--- config.mk ---
export PLATFORM = sky130hd
export DESIGN_NAME = evt_timer16
export DESIGN_NICKNAME = d
export VERILOG_FILES = /design/src/rtl/evt_timer16_pkg.sv /design/src/rtl/evt_timer16_clksrc.sv /design/src/rtl/evt_timer16_prescale.sv /design/src/rtl/evt_timer16.sv
export SDC_FILE = /design/constraint.sdc
export NUM_CORES = 1
export LEC_CHECK = 0
export ABC_AREA = 1
export BUFFER_PORTS_ARGS = -buffer_cell sky130_fd_sc_hd__buf_4
export CAP_MARGIN = 20
export CELL_PAD_IN_SITES_DETAIL_PLACEMENT = 2
export CELL_PAD_IN_SITES_GLOBAL_PLACEMENT = 2
export CORE_UTILIZATION = 37
export DETAILED_ROUTE_END_ITERATION = 10
export PLACE_DENSITY_LB_ADDON = 0.1
export SLEW_MARGIN = 25
export SYNTH_ARGS = -nofsm -noshare
export SYNTH_HDL_FRONTEND = slang
export SYNTH_SLANG_ARGS = --single-unit
export TNS_END_PERCENT = 30
--- constraint.sdc ---
create_clock -name clk -period 3.4 [get_ports clk]
set_clock_uncertainty 0.15 [all_clocks]
set_input_delay 0.68 -clock clk [delete_from_list [all_inputs] [get_ports clk]]
set_output_delay 0.68 -clock clk [all_outputs]
set_load 0.005 [all_outputs]
--- src/rtl/evt_timer16_pkg.sv ---
package evt_timer16_pkg;
    localparam int CNT_W  = 16;
    localparam int BYTE_W = 8;

    localparam logic [1:0] A_CTRL   = 2'd0;
    localparam logic [1:0] A_CNT_LO = 2'd1;
    localparam logic [1:0] A_CNT_HI = 2'd2;
    localparam logic [1:0] A_STAT   = 2'd3;

    localparam int C_ON     = 0;
    localparam int C_EXT    = 1;
    localparam int C_NOSYNC = 2;
    localparam int C_PS_LO  = 4;
    localparam int C_PS_HI  = 5;
    localparam int C_RW16   = 7;

    typedef struct packed {
        logic [CNT_W-1:0]  cnt;
        logic [BYTE_W-1:0] ctrl;
        logic [BYTE_W-1:0] hold_rd;
        logic [BYTE_W-1:0] hold_wr;
        logic              flag;
        logic              en;
    } tmr_state_t;
endpackage

--- src/rtl/evt_timer16_clksrc.sv ---
module evt_timer16_clksrc #(
    parameter int SYNC_STAGES = 2
) (
    input  logic clk,
    input  logic rst_n,
    input  logic ext_in,
    input  logic use_ext,
    input  logic sync_off,
    output logic evt
);
    localparam int CHAIN_W = SYNC_STAGES + 1;

    logic [CHAIN_W-1:0] chain_d, chain_q;
    logic sync_edge, async_edge;

    always_comb begin
        chain_d    = {chain_q[CHAIN_W-2:0], ext_in};
        sync_edge  = chain_q[SYNC_STAGES-1] & ~chain_q[SYNC_STAGES];
        async_edge = ext_in & ~chain_q[0];
        if (!use_ext)     evt = 1'b1;
        else if (sync_off) evt = async_edge;
        else              evt = sync_edge;
    end

    always_ff @(posedge clk or negedge rst_n) begin
        if (!rst_n) chain_q <= '0;
        else        chain_q <= chain_d;
    end
endmodule

--- src/rtl/evt_timer16_prescale.sv ---
module evt_timer16_prescale #(
    parameter int SEL_W = 2
) (
    input  logic             clk,
    input  logic             rst_n,
    input  logic             tick,
    input  logic             clr,
    input  logic [SEL_W-1:0] sel,
    output logic             adv
);
    localparam int DIV_W = (1 << SEL_W) - 1;

    logic [DIV_W-1:0] pc_d, pc_q, term;

    always_comb begin
        term = DIV_W'((32'd1 << sel) - 32'd1);
        adv  = tick & (pc_q >= term);
        pc_d = pc_q;
        if (clr)       pc_d = '0;
        else if (adv)  pc_d = '0;
        else if (tick) pc_d = pc_q + 1'b1;
    end

    always_ff @(posedge clk or negedge rst_n) begin
        if (!rst_n) pc_q <= '0;
        else        pc_q <= pc_d;
    end
endmodule

--- src/rtl/evt_timer16.sv ---
module evt_timer16
    import evt_timer16_pkg::*;
#(
    parameter int SYNC_STAGES = 2,
    parameter int PS_SEL_W    = 2
) (
    input  logic              clk,
    input  logic              rst_n,
    input  logic              bus_wr,
    input  logic              bus_rd,
    input  logic [1:0]        bus_addr,
    input  logic [BYTE_W-1:0] bus_wdata,
    output logic [BYTE_W-1:0] bus_rdata,
    input  logic              ext_clk_in,
    input  logic              evt_trig,
    output logic              irq
);
    tmr_state_t st_d, st_q;

    logic rw16, use_ext, sync_off, run, async_md;
    logic [PS_SEL_W-1:0] ps_sel;
    logic wr_ctrl, wr_lo, wr_hi, wr_stat, rd_lo;
    logic cnt_wr, trig_clr, src_evt, tick, adv, wrap;

    assign rw16     = st_q.ctrl[C_RW16];
    assign use_ext  = st_q.ctrl[C_EXT];
    assign sync_off = st_q.ctrl[C_NOSYNC];
    assign run      = st_q.ctrl[C_ON];
    assign ps_sel   = st_q.ctrl[C_PS_LO +: PS_SEL_W];
    assign async_md = use_ext & sync_off;

    assign wr_ctrl  = bus_wr & (bus_addr == A_CTRL);
    assign wr_lo    = bus_wr & (bus_addr == A_CNT_LO);
    assign wr_hi    = bus_wr & (bus_addr == A_CNT_HI);
    assign wr_stat  = bus_wr & (bus_addr == A_STAT);
    assign rd_lo    = bus_rd & (bus_addr == A_CNT_LO);

    assign cnt_wr   = wr_lo | (wr_hi & ~rw16);
    assign trig_clr = evt_trig & ~async_md;
    assign tick     = run & src_evt;

    evt_timer16_clksrc #(.SYNC_STAGES(SYNC_STAGES)) clksrc_i (
        .clk      (clk),
        .rst_n    (rst_n),
        .ext_in   (ext_clk_in),
        .use_ext  (use_ext),
        .sync_off (sync_off),
        .evt      (src_evt)
    );

    evt_timer16_prescale #(.SEL_W(PS_SEL_W)) prescale_i (
        .clk   (clk),
        .rst_n (rst_n),
        .tick  (tick),
        .clr   (cnt_wr | trig_clr),
        .sel   (ps_sel),
        .adv   (adv)
    );

    always_comb begin
        st_d = st_q;
        wrap = 1'b0;

        if (wr_ctrl)        st_d.ctrl    = bus_wdata;
        if (wr_hi && rw16)  st_d.hold_wr = bus_wdata;
        if (rd_lo && rw16)  st_d.hold_rd = st_q.cnt[CNT_W-1:BYTE_W];

        // write beats trigger, trigger beats counting
        if (wr_lo) begin
            if (rw16) st_d.cnt = {st_q.hold_wr, bus_wdata};
            else      st_d.cnt = {st_q.cnt[CNT_W-1:BYTE_W], bus_wdata};
        end else if (wr_hi && !rw16) begin
            st_d.cnt = {bus_wdata, st_q.cnt[BYTE_W-1:0]};
        end else if (trig_clr) begin
            st_d.cnt = '0;
        end else if (adv) begin
            st_d.cnt = st_q.cnt + 1'b1;
            wrap     = (st_q.cnt == '1);
        end

        if (wr_stat) begin
            st_d.flag = bus_wdata[0];
            st_d.en   = bus_wdata[1];
        end
        if (wrap) st_d.flag = 1'b1;
    end

    always_ff @(posedge clk or negedge rst_n) begin
        if (!rst_n) st_q <= '0;
        else        st_q <= st_d;
    end

    always_comb begin
        case (bus_addr)
            A_CTRL:   bus_rdata = st_q.ctrl;
            A_CNT_LO: bus_rdata = st_q.cnt[BYTE_W-1:0];
            A_CNT_HI: bus_rdata = rw16 ? st_q.hold_rd : st_q.cnt[CNT_W-1:BYTE_W];
            default:  bus_rdata = {{(BYTE_W-2){1'b0}}, st_q.en, st_q.flag};
        endcase
    end

    assign irq = st_q.flag & st_q.en;
endmodule

# ---- After elaboration in Yosys (flattened, before gate mapping)
# Index checks and enable logic that the tools add are counted.
# W data, S select, Z words.
dict set report op_classes {
  n_reduce_logical 11
  n_shift 1
  n_eq_ne 6
  n_bitwise 19
  mux 18
  addsub 3
  n_lt_le_gt_ge 1
}
# cell n
set ops {}
lappend ops {{$mux W16} 5}
lappend ops {{$pmux W8 S3} 1}
lappend ops {{$add A16 B1 Y16 const B} 1}
lappend ops {{$eq A16 B16 Y1 const B} 1}
lappend ops {{$and A1 B1 Y1} 13}
lappend ops {{$mux W3} 3}
lappend ops {{$mux W8} 1}
lappend ops {{$mux W1} 7}
lappend ops {{$reduce_bool A3 Y1} 2}
lappend ops {{$eq A2 B2 Y1 const B} 2}
lappend ops {{$ne A2 B2 Y1 const B} 2}
lappend ops {{$not A1 Y1} 4}
lappend ops {{$reduce_and A2 Y1} 2}
lappend ops {{$reduce_bool A4 Y1} 1}
lappend ops {{$add A3 B1 Y3 const B} 1}
lappend ops {{$ge A3 B3 Y1} 1}
lappend ops {{$logic_and A1 B1 Y1} 3}
lappend ops {{$shl A1 B2 Y3 const A} 1}
lappend ops {{$sub A3 B1 Y3 const B} 1}
lappend ops {{$eq A2 B1 Y1 const B} 1}
lappend ops {{$logic_not A2 Y1} 1}
lappend ops {{$mux W2} 1}
lappend ops {{$or A1 B1 Y1} 2}
lappend ops {{$reduce_bool A2 Y1} 1}
lappend ops {{$logic_not A1 Y1} 1}
dict set report totals {
  out_inout_bits 9
  in_bits 16
  ff_bits 48
  elab_cells 68
}

# ---- Logic depth before layout (Yosys ltp)
dict set report depth {
  word_depth 11
  depth_mapped 12
  mapped_depth_nobuf 11
}

# ---- By module
# A second synthesis with hierarchy kept.
dict set report hier_totals {
  hier_cells 397
  hier_area_um2 2906.5
}
# mod seq_area_each_um2 cells_per_inst n_inst area_each_um2
set by_module_without_submodules {}
lappend by_module_without_submodules {evt_timer16 1051.0 358 1 2563.7}
lappend by_module_without_submodules {evt_timer16_prescale 75.1 31 1 241.5}
lappend by_module_without_submodules {evt_timer16_clksrc 75.1 8 1 101.3}

# ---- Worst setup path after synthesis
# No wires, ideal clock.
dict set report synth_timing {
  path_type {input-to-output}
  startpoint {input bus_addr[1]}
  endpoint {output bus_rdata[0]}
  n_path_buf 0
  t_arrival_ns 1.199
  stages 6
  slack_ns 1.371
  t_required_ns 2.570
  cell_sequence {inv_2 > nor2_4 > o21ai_0 > a21oi_1 > a21oi_1 > nand3_1}
}
dict set report synth_via {
  elab_chain_len 2
  word_cells_on_any_way 4
  classes_between {2 x eq/ne; 1 x mux; 1 x reduce/logical}
}
# item line
set synth_rtl {}
lappend synth_rtl {{start: declaration} evt_timer16.sv:11} ;# input logic [1:0] bus_addr,
lappend synth_rtl {{$eq A2 B2 Y1 (tied with other cells)} evt_timer16.sv:94} ;# case (bus_addr)
lappend synth_rtl {{$pmux W8 S3 (*)} evt_timer16.sv:94}
lappend synth_rtl {{end: declaration} evt_timer16.sv:13} ;# output logic [BYTE_W-1:0] bus_rdata,
# Mark *: on every way between the ends. The rest lies on a longest branch, timed or not.

# ---- Worst setup path after layout
dict set report layout_timing {
  startpoint {register st_q, in the netlist ps_sel[0]}
  endpoint {register st_q[27] in the netlist's numbering}
}
dict set report layout_via {
  elab_chain_len 6
}
# item line
set layout_rtl {}
lappend layout_rtl {{start: declaration} evt_timer16.sv:18} ;# tmr_state_t st_d, st_q;
lappend layout_rtl {{start signal: assignment} evt_timer16.sv:90} ;# else st_q <= st_d;
lappend layout_rtl {{$shl A1 B2 Y3} evt_timer16_prescale.sv:16} ;# term = DIV_W'((32'd1 << sel) - 32'd1);
lappend layout_rtl {{$sub A3 B1 Y3} evt_timer16_prescale.sv:16}
lappend layout_rtl {{$ge A3 B3 Y1} evt_timer16_prescale.sv:17} ;# adv = tick & (pc_q >= term);
lappend layout_rtl {{$and A1 B1 Y1} evt_timer16_prescale.sv:17}
lappend layout_rtl {{$reduce_bool A3 Y1 (no source line)} -}
lappend layout_rtl {{$reduce_and A2 Y1 (no source line)} -}
# No other way between the ends.
# A chain may end at the register's enable or synchronous reset.

==> key figures <==
Status
  – Status: complete, no violations

Worst setup path
  – CP peak stage delay: 0.44 ns
  – CP max stage cell: dfrtp_1
  – Critical Path Start Type: register
  – Worst path bufs/invs: 2
  – CP top delay family: simple AND/OR/NAND/NOR gates
  – Crit-path most repeated cell: nand3_1
  – Crit-path cells: or2_2 -> ha_1 -> nand3_1 -> nand3_1 -> nand3_1 -> a21oi_2 -> buf_4 -> inv_1 -> nand2_1 -> nand2_1
  – Kind of critical path: register to register
  – Crit path DAT: 2.57 ns
  – Setup slack, reg-to-reg: 0.87 ns
  – Worst Path Required: 3.44 ns
  – Crit path capture type: register
  – CP max FO: 9

Power
  – Total power: 1.80 mW
  – P per Cell Area: 554 mW/mm2
  – Sw Share: 38.9%
  – Clk pwr share: 24.4%
  – P_int: 1.10 mW
  – Combinational power share: 28.5%
  – Sequential power share: 47.1%
  – VDD IR max: 0.204 mV
  – NetSw: 700 uW
  – Total leakage power: 1.59 nW

Place
  – Post-DP HPWL: 8.09 mm
  – Port buffer count: 24
  – Routability cong.: 0.861
  – Cell Area, Placed: 0.00314 mm2

Synth
  – Most area-hungry cell type in the Yosys netlist: dfrtp_1
  – Ys flop type: dfrtp_1
  – Post-Synthesis Net Count: 419
  – Post-synth EDFFs: 0
  – Sequential-to-total area share from yosys stat: 42.0%
  – Synth Register Bits: 48
  – Share of the synthesized area in the top cell type: 42.0%
  – Ys async rst share: 100%
  – Post-synth cell types: 28
  – Yosys warnings: 0
  – Mapped cell area: 0.00286 mm2
  – Syn Area/Cell: 7.19 um2
  – Top-count cell post-synth: nand2_1
  – Cells taking the most area after synthesis: dfrtp_1 (42%), nand2_1 (17%), o21ai_0 (9.4%)
  – Syn Inst Count: 398
  – Synth top cells by count: nand2_1 (126), o21ai_0 (54), inv_1 (50)

STA
  – Fin crit period: 2.53 ns
  – Slew Limit Fails: 0
  – Final period util: 74.5%
  – Slew headroom: 55.5%
  – Max frequency: 395 MHz
  – Final setup viols: 0
  – Setup TNS: 0 ns
  – Worst-margin pin slew: 0.668 ns
  – RSZ-0062 raised after global routing: false
  – Fin. Hold Viols: 0

Route
  – Vias per cell: 5.36
  – DR DRC count: 0
  – Drt pass-1 iters: 4
  – Routed WL: 10.9 mm
  – Routed via count: 2,803
  – Final antenna-violating net count: 0
  – DR WL/cell: 20.8 um
  – Initial drt markers: 149

Clocking
  – CTS max path bufs: 2
  – # resized after CTS: 0
  – Num Clock Sinks: 48
  – CTS tree: built
  – Post-CTS setup buffer count: 0
  – Hold buffer count at CTS: 0
  – Clk slew on worst S/H paths: 0.10 ns
  – H-tree levels: 2
  – CTS root buf: clkbuf_8
  – Clk_lat worst skew: 0.31 ns
  – CTS buffer count: 5

Floorplanning
  – FP Rows: 31
  – DIE HEIGHT: 89.9 um
  – Initial Utilization: 38.8%
  – Die area: 0.00809 mm2
  – Die Width: 89.9 um
  – I/O pin count: 25
  – Core Area: 0.00737 mm2

Layout
  – Share of layout cells above drive strength 1: 11.6%
  – Layout Cell Area excl Fill: 0.00325 mm2
  – Diode count: 0
  – Layout net count: 444
  – Area grow syn2layout: 13.5%
  – Final Core Density: 44.1%

Global route
  – Largest net degree at the start of global routing: 49
  – Gr usage total: 28.4%
  – Vias in the first global route: 3,091
  – Initial antenna violation count: 0
  – Congestion Overflow GR: 0
  – First-pass GRT wire length: 17.4 mm

Hold path
  – Worst Hold Class: input port to asynchronous set/reset pin

Flow run
  – Max Cap Viol: 0
[kinds of logic after synthesis]
family,synth area share (%)
flip-flops,42.0
AND/OR/NAND/NOR,31.5
AO/OA/AOI/OAI,14.3
XOR/XNOR,1.53
adder cells (fa/ha/maj),2.19
buffers and inverters,8.48
[area by class of cell]
type	instances	area [um2]
fillers	902	4120
repair buffers	26	195
flip-flops and latches	48	1200
multi-input cells	289	1420
inverters	53	201
clock inverters	2	35.0
well taps	99	124
clock buffers	6	72.6
[per-layer routing]
metal | up-vias | wire length, um | track usage, %
li1 | 1330 | - | -
met3 | 13 | 354 | 3.38
met2 | 47 | 5390 | 48.5
met5 | - | 0 | 0
met4 | 0 | 190 | 8.06
met1 | 1413 | 4950 | 38.1
[cells in the final DEF (no fill, tap or decap), drive strengths merged]
cell type	n
o221ai	6
nand2	130
a21oi	9
o22ai	2
xnor2	1
inv	53
nand4	4
clkbuf	6
o21bai	2
clkinv	1
dfrtp	48
nor3b	1
nand3	31
buf	26
nor2	33
bufinv	1
or2	2
xor2	4
nor3	3
ha	5
o21ai	56
[flip-flops by register name, indices dropped and copies added (netlist names)]
signal,flops
clksrc_i.chain_q,3
rw16,1
prescale_i.pc_q,3
st_q,38
ps_sel,2
run,1
[worst register-to-register path, delay by kind of cell, from the launching register on]
| family | cells | cell delay [ns] |
|---|---|---|
| adder cells (fa/ha/maj) | 1 | 0.28 |
| buffers and inverters | 2 | 0.33 |
| AO/OA/AOI/OAI | 1 | 0.34 |
| flip-flops | 1 | 0.44 |
| AND/OR/NAND/NOR | 6 | 0.88 |
[power groups by stage]
| stage | Clock, mW | Combinational, mW | Sequential, mW |
|---|---|---|---|
| final | 0.438 | 0.513 | 0.847 |
| after global routing | 0.466 | 0.575 | 0.861 |
| after CTS | 0.444 | 0.519 | 0.844 |
| after detailed placement | 0 | 0.503 | 0.853 |
| after global placement | 0 | 0.469 | 0.842 |
| after floorplan | 0 | 0.319 | 0.792 |
[final timing paths]
check,start,to,cells after the start
max in group asynchronous,rst_n,st_q[37]$_DFFE_PN0P_,1
setup reg to reg,ps_sel[0]$_DFFE_PN0P_,st_q[27]$_DFFE_PN0P_,10
setup / recovery,ps_sel[0]$_DFFE_PN0P_,st_q[27]$_DFFE_PN0P_,10
min in group clk,clksrc_i.chain_q[0]$_DFF_PN0_,clksrc_i.chain_q[1]$_DFF_PN0_,0
hold / removal,rst_n,st_q[0]$_DFFE_PN0P_,1
hold reg to reg,clksrc_i.chain_q[0]$_DFF_PN0_,clksrc_i.chain_q[1]$_DFF_PN0_,0
[per-stage QoR]
stage,cells,setup WS (ns),hold WS (ns)
floorplan,398,1.37,0.204
global placement,515,1.03,0.206
detailed placement,515,0.924,0.221
CTS,523,0.860,0.245
global route,523,0.688,0.251
finish,523,0.868,0.236
Note: power is estimated with default switching activity, not from simulation.
